$ cat config.mk
export PLATFORM = sky130hd
export DESIGN_NAME = dma_channel_engine
export DESIGN_NICKNAME = d
export VERILOG_FILES = /design/src/rtl/dma_channel_engine.sv
export SDC_FILE = /design/constraint.sdc
export NUM_CORES = 1
export LEC_CHECK = 0
export BUFFER_PORTS_ARGS = -buffer_cell sky130_fd_sc_hd__buf_2
export CAP_MARGIN = 20
export CORE_UTILIZATION = 35
export CTS_CLUSTER_DIAMETER = 120
export DETAILED_ROUTE_END_ITERATION = 16
export HOLD_SLACK_MARGIN = 0.06
export PLACE_DENSITY = 0.65
export RECOVER_POWER = 25
export SYNTH_ARGS = -nofsm -noshare
export SYNTH_HDL_FRONTEND = slang
export SYNTH_SLANG_ARGS = --single-unit
$ cat constraint.sdc
create_clock -name clk -period 6.1 [get_ports clk]
set_clock_uncertainty 0.15 [all_clocks]
set_input_delay 1.22 -clock clk [delete_from_list [all_inputs] [get_ports clk]]
set_output_delay 1.22 -clock clk [all_outputs]
set_load 0.02 [all_outputs]
$ cat src/rtl/dma_channel_engine.sv
module dma_channel_engine #(
  parameter int CH = 3,
  parameter int AW = 28,
  parameter int DW = 32
) (
  input  logic          clk,
  input  logic          rst_n,
  input  logic          wr_en,
  input  logic [1:0]    wr_sel,
  input  logic [AW-1:0] wr_data,
  output logic [15:0]   ctrl_q,
  input  logic          start,
  output logic          busy,
  output logic          done,
  output logic          irq,
  output logic          err,
  output logic          mem_req,
  output logic          mem_we,
  output logic          mem_size,
  output logic [AW-1:0] mem_addr,
  output logic [DW-1:0] mem_wdata,
  input  logic [DW-1:0] mem_rdata,
  input  logic          mem_gnt
);
  localparam int CW = (CH == 3) ? 16 : 14;

  typedef enum logic [1:0] {S_IDLE, S_RD, S_WR} st_t;
  st_t st;

  logic [AW-1:0] src_r, dst_r, wsrc, wdst;
  logic [CW-1:0] cnt_r;
  logic [CW:0]   rem;
  logic [15:0]   ctrl_r;
  logic          rearm;
  logic [DW-1:0] dbuf;

  logic          en, wide;
  logic [1:0]    dmode, smode;
  logic [CW:0]   cnt_eff;
  logic [AW-1:0] step, amask, src_al, dst_al, src_nxt, dst_nxt;
  logic          elem_ok, adv, last;

  function automatic logic rd_ok(input logic [3:0] rg);
    return !rg[3] || (rg < 4'd14 && CH >= 1);
  endfunction

  function automatic logic wr_ok(input logic [3:0] rg);
    return !rg[3] || (rg < 4'd14 && CH == 3);
  endfunction

  assign en      = ctrl_r[15];
  assign wide    = ctrl_r[10];
  assign dmode   = ctrl_r[6:5];
  assign smode   = ctrl_r[8:7];
  assign cnt_eff = (cnt_r == '0) ? {1'b1, {CW{1'b0}}} : {1'b0, cnt_r};
  assign step    = wide ? AW'(4) : AW'(2);
  assign amask   = wide ? ~AW'(3) : ~AW'(1);
  assign src_al  = wsrc & amask;
  assign dst_al  = wdst & amask;
  assign src_nxt = (smode == 2'd0) ? wsrc + step : (smode == 2'd1) ? wsrc - step : wsrc;
  assign dst_nxt = (dmode == 2'd1) ? wdst - step : (dmode == 2'd2) ? wdst : wdst + step;
  assign elem_ok = rd_ok(src_al[AW-1:AW-4]) && wr_ok(dst_al[AW-1:AW-4]);
  assign adv     = (st == S_RD && !elem_ok) || (st == S_WR && mem_gnt);
  assign last    = (rem == (CW+1)'(1));

  assign busy      = (st != S_IDLE);
  assign mem_req   = (st == S_RD && elem_ok) || (st == S_WR);
  assign mem_we    = (st == S_WR);
  assign mem_size  = wide;
  assign mem_addr  = (st == S_WR) ? dst_al : src_al;
  assign mem_wdata = dbuf;
  assign ctrl_q    = ctrl_r;

  always_ff @(posedge clk) begin
    if (!rst_n) begin
      st <= S_IDLE;
      src_r <= '0; dst_r <= '0; wsrc <= '0; wdst <= '0;
      cnt_r <= '0; rem <= '0; ctrl_r <= '0; rearm <= 1'b0;
      dbuf <= '0; done <= 1'b0; irq <= 1'b0; err <= 1'b0;
    end else begin
      done <= 1'b0;
      irq  <= 1'b0;
      case (st)
        S_IDLE: if (start && en) begin
          if (rearm) begin
            rem <= cnt_eff;
            if (dmode == 2'd3) wdst <= dst_r;
            rearm <= 1'b0;
          end
          st <= S_RD;
        end
        S_RD: begin
          if (!elem_ok) err <= 1'b1;
          else if (mem_gnt) begin
            dbuf <= mem_rdata;
            st <= S_WR;
          end
        end
        default: ;
      endcase
      if (adv) begin
        wsrc <= src_nxt;
        wdst <= dst_nxt;
        rem  <= rem - 1'b1;
        if (last) begin
          st   <= S_IDLE;
          done <= 1'b1;
          irq  <= ctrl_r[14];
          if (ctrl_r[9]) rearm <= 1'b1;
          else ctrl_r[15] <= 1'b0;
        end else begin
          st <= S_RD;
        end
      end
      if (wr_en) begin
        case (wr_sel)
          2'd0: src_r <= wr_data;
          2'd1: dst_r <= wr_data;
          2'd2: cnt_r <= wr_data[CW-1:0];
          default: begin
            ctrl_r <= wr_data[15:0];
            if (wr_data[15] && !en) begin
              wsrc  <= src_r;
              wdst  <= dst_r;
              rem   <= cnt_eff;
              rearm <= 1'b0;
              err   <= 1'b0;
            end
            if (!wr_data[15]) st <= S_IDLE;
          end
        endcase
      end
    end
  end

  p_req_busy_r3: assert property (@(posedge clk) disable iff (!rst_n)
    mem_req |-> busy);
  p_hold_r3: assert property (@(posedge clk) disable iff (!rst_n)
    (mem_req && !mem_gnt && !wr_en) |=> (mem_req && $stable(mem_addr) && $stable(mem_we)));
  p_done_pulse_r6: assert property (@(posedge clk) disable iff (!rst_n)
    done |=> !done);
  p_done_idle_r6: assert property (@(posedge clk) disable iff (!rst_n)
    done |-> !busy);
  p_irq_done_r6: assert property (@(posedge clk) disable iff (!rst_n)
    irq |-> done);
  p_disarmed_r9: assert property (@(posedge clk) disable iff (!rst_n)
    (!busy && !ctrl_q[15]) |=> !busy);
  p_no_save_r10: assert property (@(posedge clk) disable iff (!rst_n)
    mem_req |-> (mem_addr[AW-1:AW-3] != 3'b111));
  p_cart_write_r10: assert property (@(posedge clk) disable iff (!rst_n)
    (mem_req && mem_we && mem_addr[AW-1]) |-> (CH == 3));
endmodule

==> results of run 1 <==
[tightest hold or removal path, cell delays in order (launching register included)]
cell and delay, ps:
dfxtp_1 310, nand2_1 50, a21oi_1 50
[synthesized netlist by cell type, drive strengths merged, types with 7 or more instances]
| cell | n | area share |
|---|---|---|
| clkbuf | 75 | 0.031 |
| o31ai | 7 | 0.0051 |
| o211ai | 13 | 0.011 |
| a31oi | 11 | 0.0067 |
| nor3 | 28 | 0.015 |
| xnor2 | 16 | 0.014 |
| nor2 | 71 | 0.028 |
| dfxtp | 195 | 0.38 |
| nand2 | 290 | 0.11 |
| mux2i | 8 | 0.0078 |
| and3 | 15 | 0.0092 |
| or2 | 13 | 0.0080 |
| or4 | 9 | 0.0070 |
| a211oi | 18 | 0.014 |
| xor2 | 18 | 0.015 |
| and2 | 11 | 0.0067 |
| nand3 | 29 | 0.014 |
| o21ai | 55 | 0.027 |
| mux2 | 29 | 0.032 |
| nand2b | 9 | 0.0055 |
| o2111ai | 8 | 0.0069 |
| nand4 | 14 | 0.0092 |
| buf | 21 | 0.012 |
| ha | 10 | 0.012 |
| inv | 19 | 0.0070 |
| or3 | 14 | 0.0091 |
| a22oi | 10 | 0.0074 |
| a21oi | 163 | 0.080 |
| nor4 | 26 | 0.019 |
[routing by layer]
| metal | share of wire | vias up | GRT usage |
|---|---|---|---|
| met1 | 0.44 | 4809 | 0.314 |
| li1 | - | 4800 | - |
| met5 | 0 | - | 0 |
| met4 | 0.037 | 0 | 0.0937 |
| met2 | 0.44 | 488 | 0.347 |
| met3 | 0.090 | 65 | 0.0504 |
[power breakdown]
group	switching [mW]	internal, mW	total (mW)
logic	0.175	0.0937	0.269
registers	0.0446	1.30	1.35
clock network	0.549	0.598	1.15
total	0.769	2.00	2.76
[cell families (layout without fill, tap and decap cells)]
group                      Yosys count  after routing
and+or+nand+nor                    561            561
buffers and inverters              115            211
DFF                                195            195
other                                1              1
muxes                               37             37
adders and majority gates           14             14
AOI/OAI and AO/OA                  349            349
xor gates and xnor gates            34             34
[stage by stage]
step                      setup WS [ps]  hold WS, ps   util
after floorplan                    3130          283      -
after global placement             2120          289  0.386
after detailed placement           2020          294  0.387
after CTS                          2480          305  0.408
after global routing               1320          325  0.406
final                              1420          306  0.406
[path summary, 6_finish.rpt]
path              startpoint         to  slack, ps  depth (start not counted)
setup / recovery       rst_n    rem[15]       1420                          5
hold / removal     src_r[27]  src_r[27]        310                          2
setup reg to reg  ctrl_q[10]   wdst[13]       2460                         10
hold reg to reg    src_r[27]  src_r[27]        310                          2
[layout make-up]
class / count / area, um2
fillers: 2998 / 17000
multi-input cells: 996 / 5800
flip-flops and latches: 195 / 3900
repair buffers: 160 / 801
well taps: 384 / 480
clock buffers: 18 / 439
clock inverters: 14 / 165
inverters: 19 / 73.8
[flip-flops by register name, indices dropped and copies added (netlist names), 2 cells and up]
register   flops
wdst          27
cnt_r         16
dst_r         27
rem           17
mem_wdata     32
wsrc          27
src_r         27
ctrl_q        16
st             2
[cells in the final DEF (no fill, tap or decap), types with 13 or more instances in the layout]
cell type / synthesis / routed
nand3_1: 29 / 29
nor2_1: 69 / 69
nand4_1: 13 / 13
or3_1: 13 / 13
nor4_1: 21 / 21
mux2_2: 29 / 29
dfxtp_1: 195 / 195
clkbuf_1: 71 / 46
and3_1: 15 / 15
clkbuf_16: 0 / 17
buf_2: 11 / 102
a21oi_1: 163 / 163
inv_1: 18 / 18
xnor2_1: 16 / 16
nand2_1: 290 / 290
nor3_1: 26 / 26
o21ai_0: 49 / 49
a211oi_1: 17 / 17
xor2_1: 18 / 18
==> flow_metrics.py, run 1 <==
metrics = {
    "synth": {
        "synthAdderAreaFrac": 0.0201,
        "synth-seq-area-share": 0.382,
        "syn_inst": 1306,
        "synth_area_per_cell_um2": 7.82,
        "synth_top_family_by_area": "simple AND/OR/NAND/NOR gates",
        "synth_compound_area_frac": 0.212,
        "synthFlopType": "dfxtp_1",
        "netlist_area_um2": 10200,
        "yosys-mux-area-fraction": 0.0398,
        "synth_cell_types": 93,
        "synthSimpleGateAreaFrac": 0.266,
        "postSynthRegisterBits": 195,
        "ys_warn_count": 0,
        "synth_xor_area_frac": 0.0292,
        "ys_async_sr_fraction": 0,
        "synthesis.nets": 1387,
        "synth_edf_count": 0,
    },
    "clock_network": {
        "post_cts_buffers": 0,
        "cts_htree_levels": 4,
        "clkTransAtPathRegs_ps": 80,
        "numCtsBuffers": 17,
        "cts-root-buf": "clkbuf_16",
        "cts_tree": "yes",
        "cts-hold-fix-buffers": 0,
        "clkSinkCount": 195,
        "ctsResizeCount": 0,
        "clk_path_buf_depth": 2,
        "insertion_delay_ps": 430,
    },
    "timing": {
        "max_freq_mhz": 214,
        "fin_setup_tns_ps": 0,
        "slew_viol_final": 45,
        "setup_viol": 0,
        "hold_viol": 0,
        "period_needed_ps": 4680,
        "post-route-period-util": 0.767,
        "rsz0062_at_grt": "false",
        "tightest_slew_ps": 2150,
        "slew_headroom": -0.436,
    },
    "worst_setup_path": {
        "crit_path_cell_trace": "clkbuf_1 -> nand2_1 -> nor2_1 -> nand3_1 -> o311ai_0",
        "worst_path_largest_cell_delay_ps": 1500,
        "critical_path_class": "input port to flip-flop",
        "critPathTopFamily": "simple AND/OR/NAND/NOR gates",
        "crit_buf_inv": 1,
        "cp_slowest_cell": "clkbuf_1",
        "path_max_fanout": 44,
        "worstPathArrival_ps": 4840,
        "cp-start-kind": "input port",
        "worstPathRequired_ps": 6260,
        "endpoint_kind": "flip-flop",
    },
    "drt": {
        "route.detailed.drc": 1,
        "dr.first_iter.drc_count": 936,
        "ant_nets": 0,
        "vias_per_cell": 5.69,
        "drt-total-wl_um": 34600,
        "first_pass_iters": 11,
        "vias": 10200,
        "wire_per_inst_um": 19.4,
    },
    "floorplan": {
        "die_h_um": 173,
        "dieWidth_um": 173,
        "dieArea_um2": 29900,
        "start_util": 0.356,
        "core_region_area_um2": 28700,
        "io_pins": 150,
        "num_rows": 62,
    },
    "global_routing": {
        "grt_pass1_wl_um": 53900,
        "grt_overflow": 0,
        "grt_pass1_vias": 9341,
        "grt_max_degree": 73,
        "grt_usage": 0.229,
        "antenna_found_initial": 0,
    },
    "placement": {
        "hpwlAfterDp_um": 25400,
        "io_buffers": 148,
        "placedCellCount": 1754,
        "place_area_um2": 11100,
        "gp_congestion": 0.933,
    },
    "final_layout": {
        "num-nets-final": 1470,
        "drive_gt1_frac": 0.153,
        "synthToLayoutAreaGrowth_pct": 14.3,
        "stdcell_count": 1786,
        "fin_area_um2": 11700,
        "diodes": 0,
    },
    "power_and_ir_drop": {
        "ir_worst_vdd_v": 0.000197,
        "power_density_nw_per_um2": 237,
        "power_mw": 2.76,
        "power.leakage_nw": 4.23,
    },
    "status": {
        "violations": "DRC, capacitance limit, slew limit",
        "status": "complete, but fails checks",
    },
    "run": {
        "drv_cap": 1,
    },
    "worst_hold_path": {
        "hold_path.class": "flip-flop to flip-flop",
    },
}
No activity file was read; power rests on OpenSTA's default activity.
==> run 2: changes to the inputs <==
==> constraint.sdc (replaced) <==
create_clock -name clk -period 4.4 [get_ports clk]
set_clock_uncertainty 0.15 [all_clocks]
set_input_delay 0.88 -clock clk [delete_from_list [all_inputs] [get_ports clk]]
set_output_delay 0.88 -clock clk [all_outputs]
set_load 0.02 [all_outputs]
==> flow_metrics.py, run 2 (synthesis results as in run 1) <==
metrics = {
    "placement": {
        "placedCellCount": 1760,
        "hpwlAfterDp_um": 25000,
        "io_buffers": 148,
        "gp_congestion": 0.934,
    },
    "timing": {
        "tightest_slew_ps": 1850,
        "rsz0062_at_grt": "false",
        "max_freq_mhz": 279,
        "slew_viol_final": 132,
        "post-route-period-util": 0.815,
        "fin_setup_tns_ps": 0,
        "slew_headroom": -0.235,
        "hold_viol": 0,
        "period_needed_ps": 3580,
        "setup_viol": 0,
    },
    "floorplan": {
        "core_region_area_um2": 28700,
        "die_h_um": 173,
        "dieArea_um2": 29900,
        "io_pins": 150,
        "dieWidth_um": 173,
        "num_rows": 62,
        "start_util": 0.356,
    },
    "clock_network": {
        "cts_htree_levels": 4,
        "insertion_delay_ps": 440,
        "post_cts_buffers": 0,
        "clk_path_buf_depth": 2,
        "cts-hold-fix-buffers": 0,
        "cts_tree": "yes",
        "clkSinkCount": 195,
        "cts-root-buf": "clkbuf_16",
        "ctsResizeCount": 0,
        "clkTransAtPathRegs_ps": 80,
        "numCtsBuffers": 17,
    },
    "drt": {
        "vias": 10200,
        "vias_per_cell": 5.66,
        "route.detailed.drc": 0,
        "dr_wl_met2_um": 15200,
        "first_pass_iters": 5,
        "dr.first_iter.drc_count": 878,
        "routed.top_layer": "met4",
        "ant_nets": 0,
        "wl_met3_um": 2960,
        "wl_met1_um": 15100,
        "drt-total-wl_um": 34500,
        "wire_per_inst_um": 19.2,
    },
    "worst_setup_path": {
        "path_max_fanout": 89,
        "cp_num_cells": 4,
        "worst_r2r_endpoint": "wsrc[13]",
        "crit_path_cell_trace": "buf_2 -> clkinvlp_2 -> clkbuf_2 -> a211oi_1",
        "r2r_start": "ctrl_q[10]",
        "cp-startpoint": "rst_n",
        "reg2reg_depth": 9,
        "cp-start-kind": "input port",
        "reg2reg_slack_ps": 1110,
        "endpoint_kind": "flip-flop",
        "crit_buf_inv": 3,
        "worstPathRequired_ps": 4580,
        "worstPathArrival_ps": 3760,
        "cp_slowest_cell": "clkbuf_2",
        "critical_path_class": "input port to flip-flop",
        "worst_path_largest_cell_delay_ps": 1160,
        "critPathTopFamily": "buffers and inverters",
    },
    "final_layout": {
        "nFillCells": 2967,
        "diodes": 0,
        "layout_commonest_cell": "nand2_1",
        "drive_gt1_frac": 0.191,
        "seq_area_um2": 3900,
        "layout_common_cells": "nand2_1 (290), dfxtp_1 (195), a21oi_1 (162)",
        "stdcell_count": 1794,
        "largest_reg_flops": 32,
        "synthToLayoutAreaGrowth_pct": 15.3,
        "multi_input_area_um2": 5810,
        "num-nets-final": 1478,
    },
    "global_routing": {
        "antenna_found_initial": 0,
        "grt_pass1_vias": 9654,
        "grt_overflow": 0,
        "grt_max_degree": 90,
        "grt_pass1_wl_um": 54300,
        "grt_usage": 0.230,
    },
    "run": {
        "drv_cap": 2,
    },
    "status": {
        "violations": "capacitance limit, slew limit",
        "status": "complete, but fails checks",
    },
    "power_and_ir_drop": {
        "power_density_nw_per_um2": 325,
        "ir_worst_vdd_v": 0.000231,
        "power_mw": 3.82,
        "power.leakage_nw": 4.46,
    },
    "worst_hold_path": {
        "whs_path_depth": 2,
        "hold_path.class": "flip-flop to flip-flop",
        "worstHoldStart": "mem_wdata[2]",
        "min_to": "mem_wdata[2]",
    },
}
[run 2: cell count changes in the layout (fill, tap and decap cells not counted), sizes merged]
cell / change
clkbuf: -43
bufinv: -1
clkinv: +1
clkinvlp: +1
inv: -2
buf: +52
[run 2: metrics by stage]
stage / cell area, um2 / utilization / setup slack, ps / hold slack, ps
2_1_floorplan: 10200 / - / 1430 / 283
3_3_place_gp: 11100 / 0.388 / 1230 / 288
3_5_place_dp: 11200 / 0.389 / 1160 / 294
4_1_cts: 11800 / 0.410 / 1130 / 306
5_1_grt: 11800 / 0.410 / 597 / 321
6_report: 11800 / 0.410 / 816 / 303
[run 2: layer usage]
layer  vias up  track usage
met4         0        0.100
li1       4817            -
met1      4781        0.311
met3        64       0.0488
met2       497        0.352
met5         -            0
[run 2: worst min-delay path, stage by stage, from the launching register on]
cell and delay (ps):
dfxtp_1 310, nand2_1 50, a21oi_1 50
[run 2: worst max-delay path by stage]
stage / slack [ps] / end
4_1_cts: 1130 / wsrc[27]
3_3_place_gp: 1230 / wsrc[13]
6_report: 820 / wsrc[8]
2_1_floorplan: 1430 / wsrc[27]
5_1_grt: 600 / wsrc[8]
3_5_place_dp: 1160 / wsrc[13]
[run 2: cell type report]
cell class / count / share of cell area
timing repair buffer: 168 / 0.0775
clock inverter: 13 / 0.0120
clock buffer: 19 / 0.0385
sequential: 195 / 0.332
tap: 384 / 0.0408
inverter: 19 / 0.00617
multi-input combinational: 996 / 0.493
[run 2: power by group]
group | total, mW | switching (mW) | internal (mW)
Sequential | 1.87 | 0.0580 | 1.81
Clock | 1.58 | 0.790 | 0.788
Combinational | 0.380 | 0.245 | 0.134
Total | 3.82 | 1.09 | 2.73
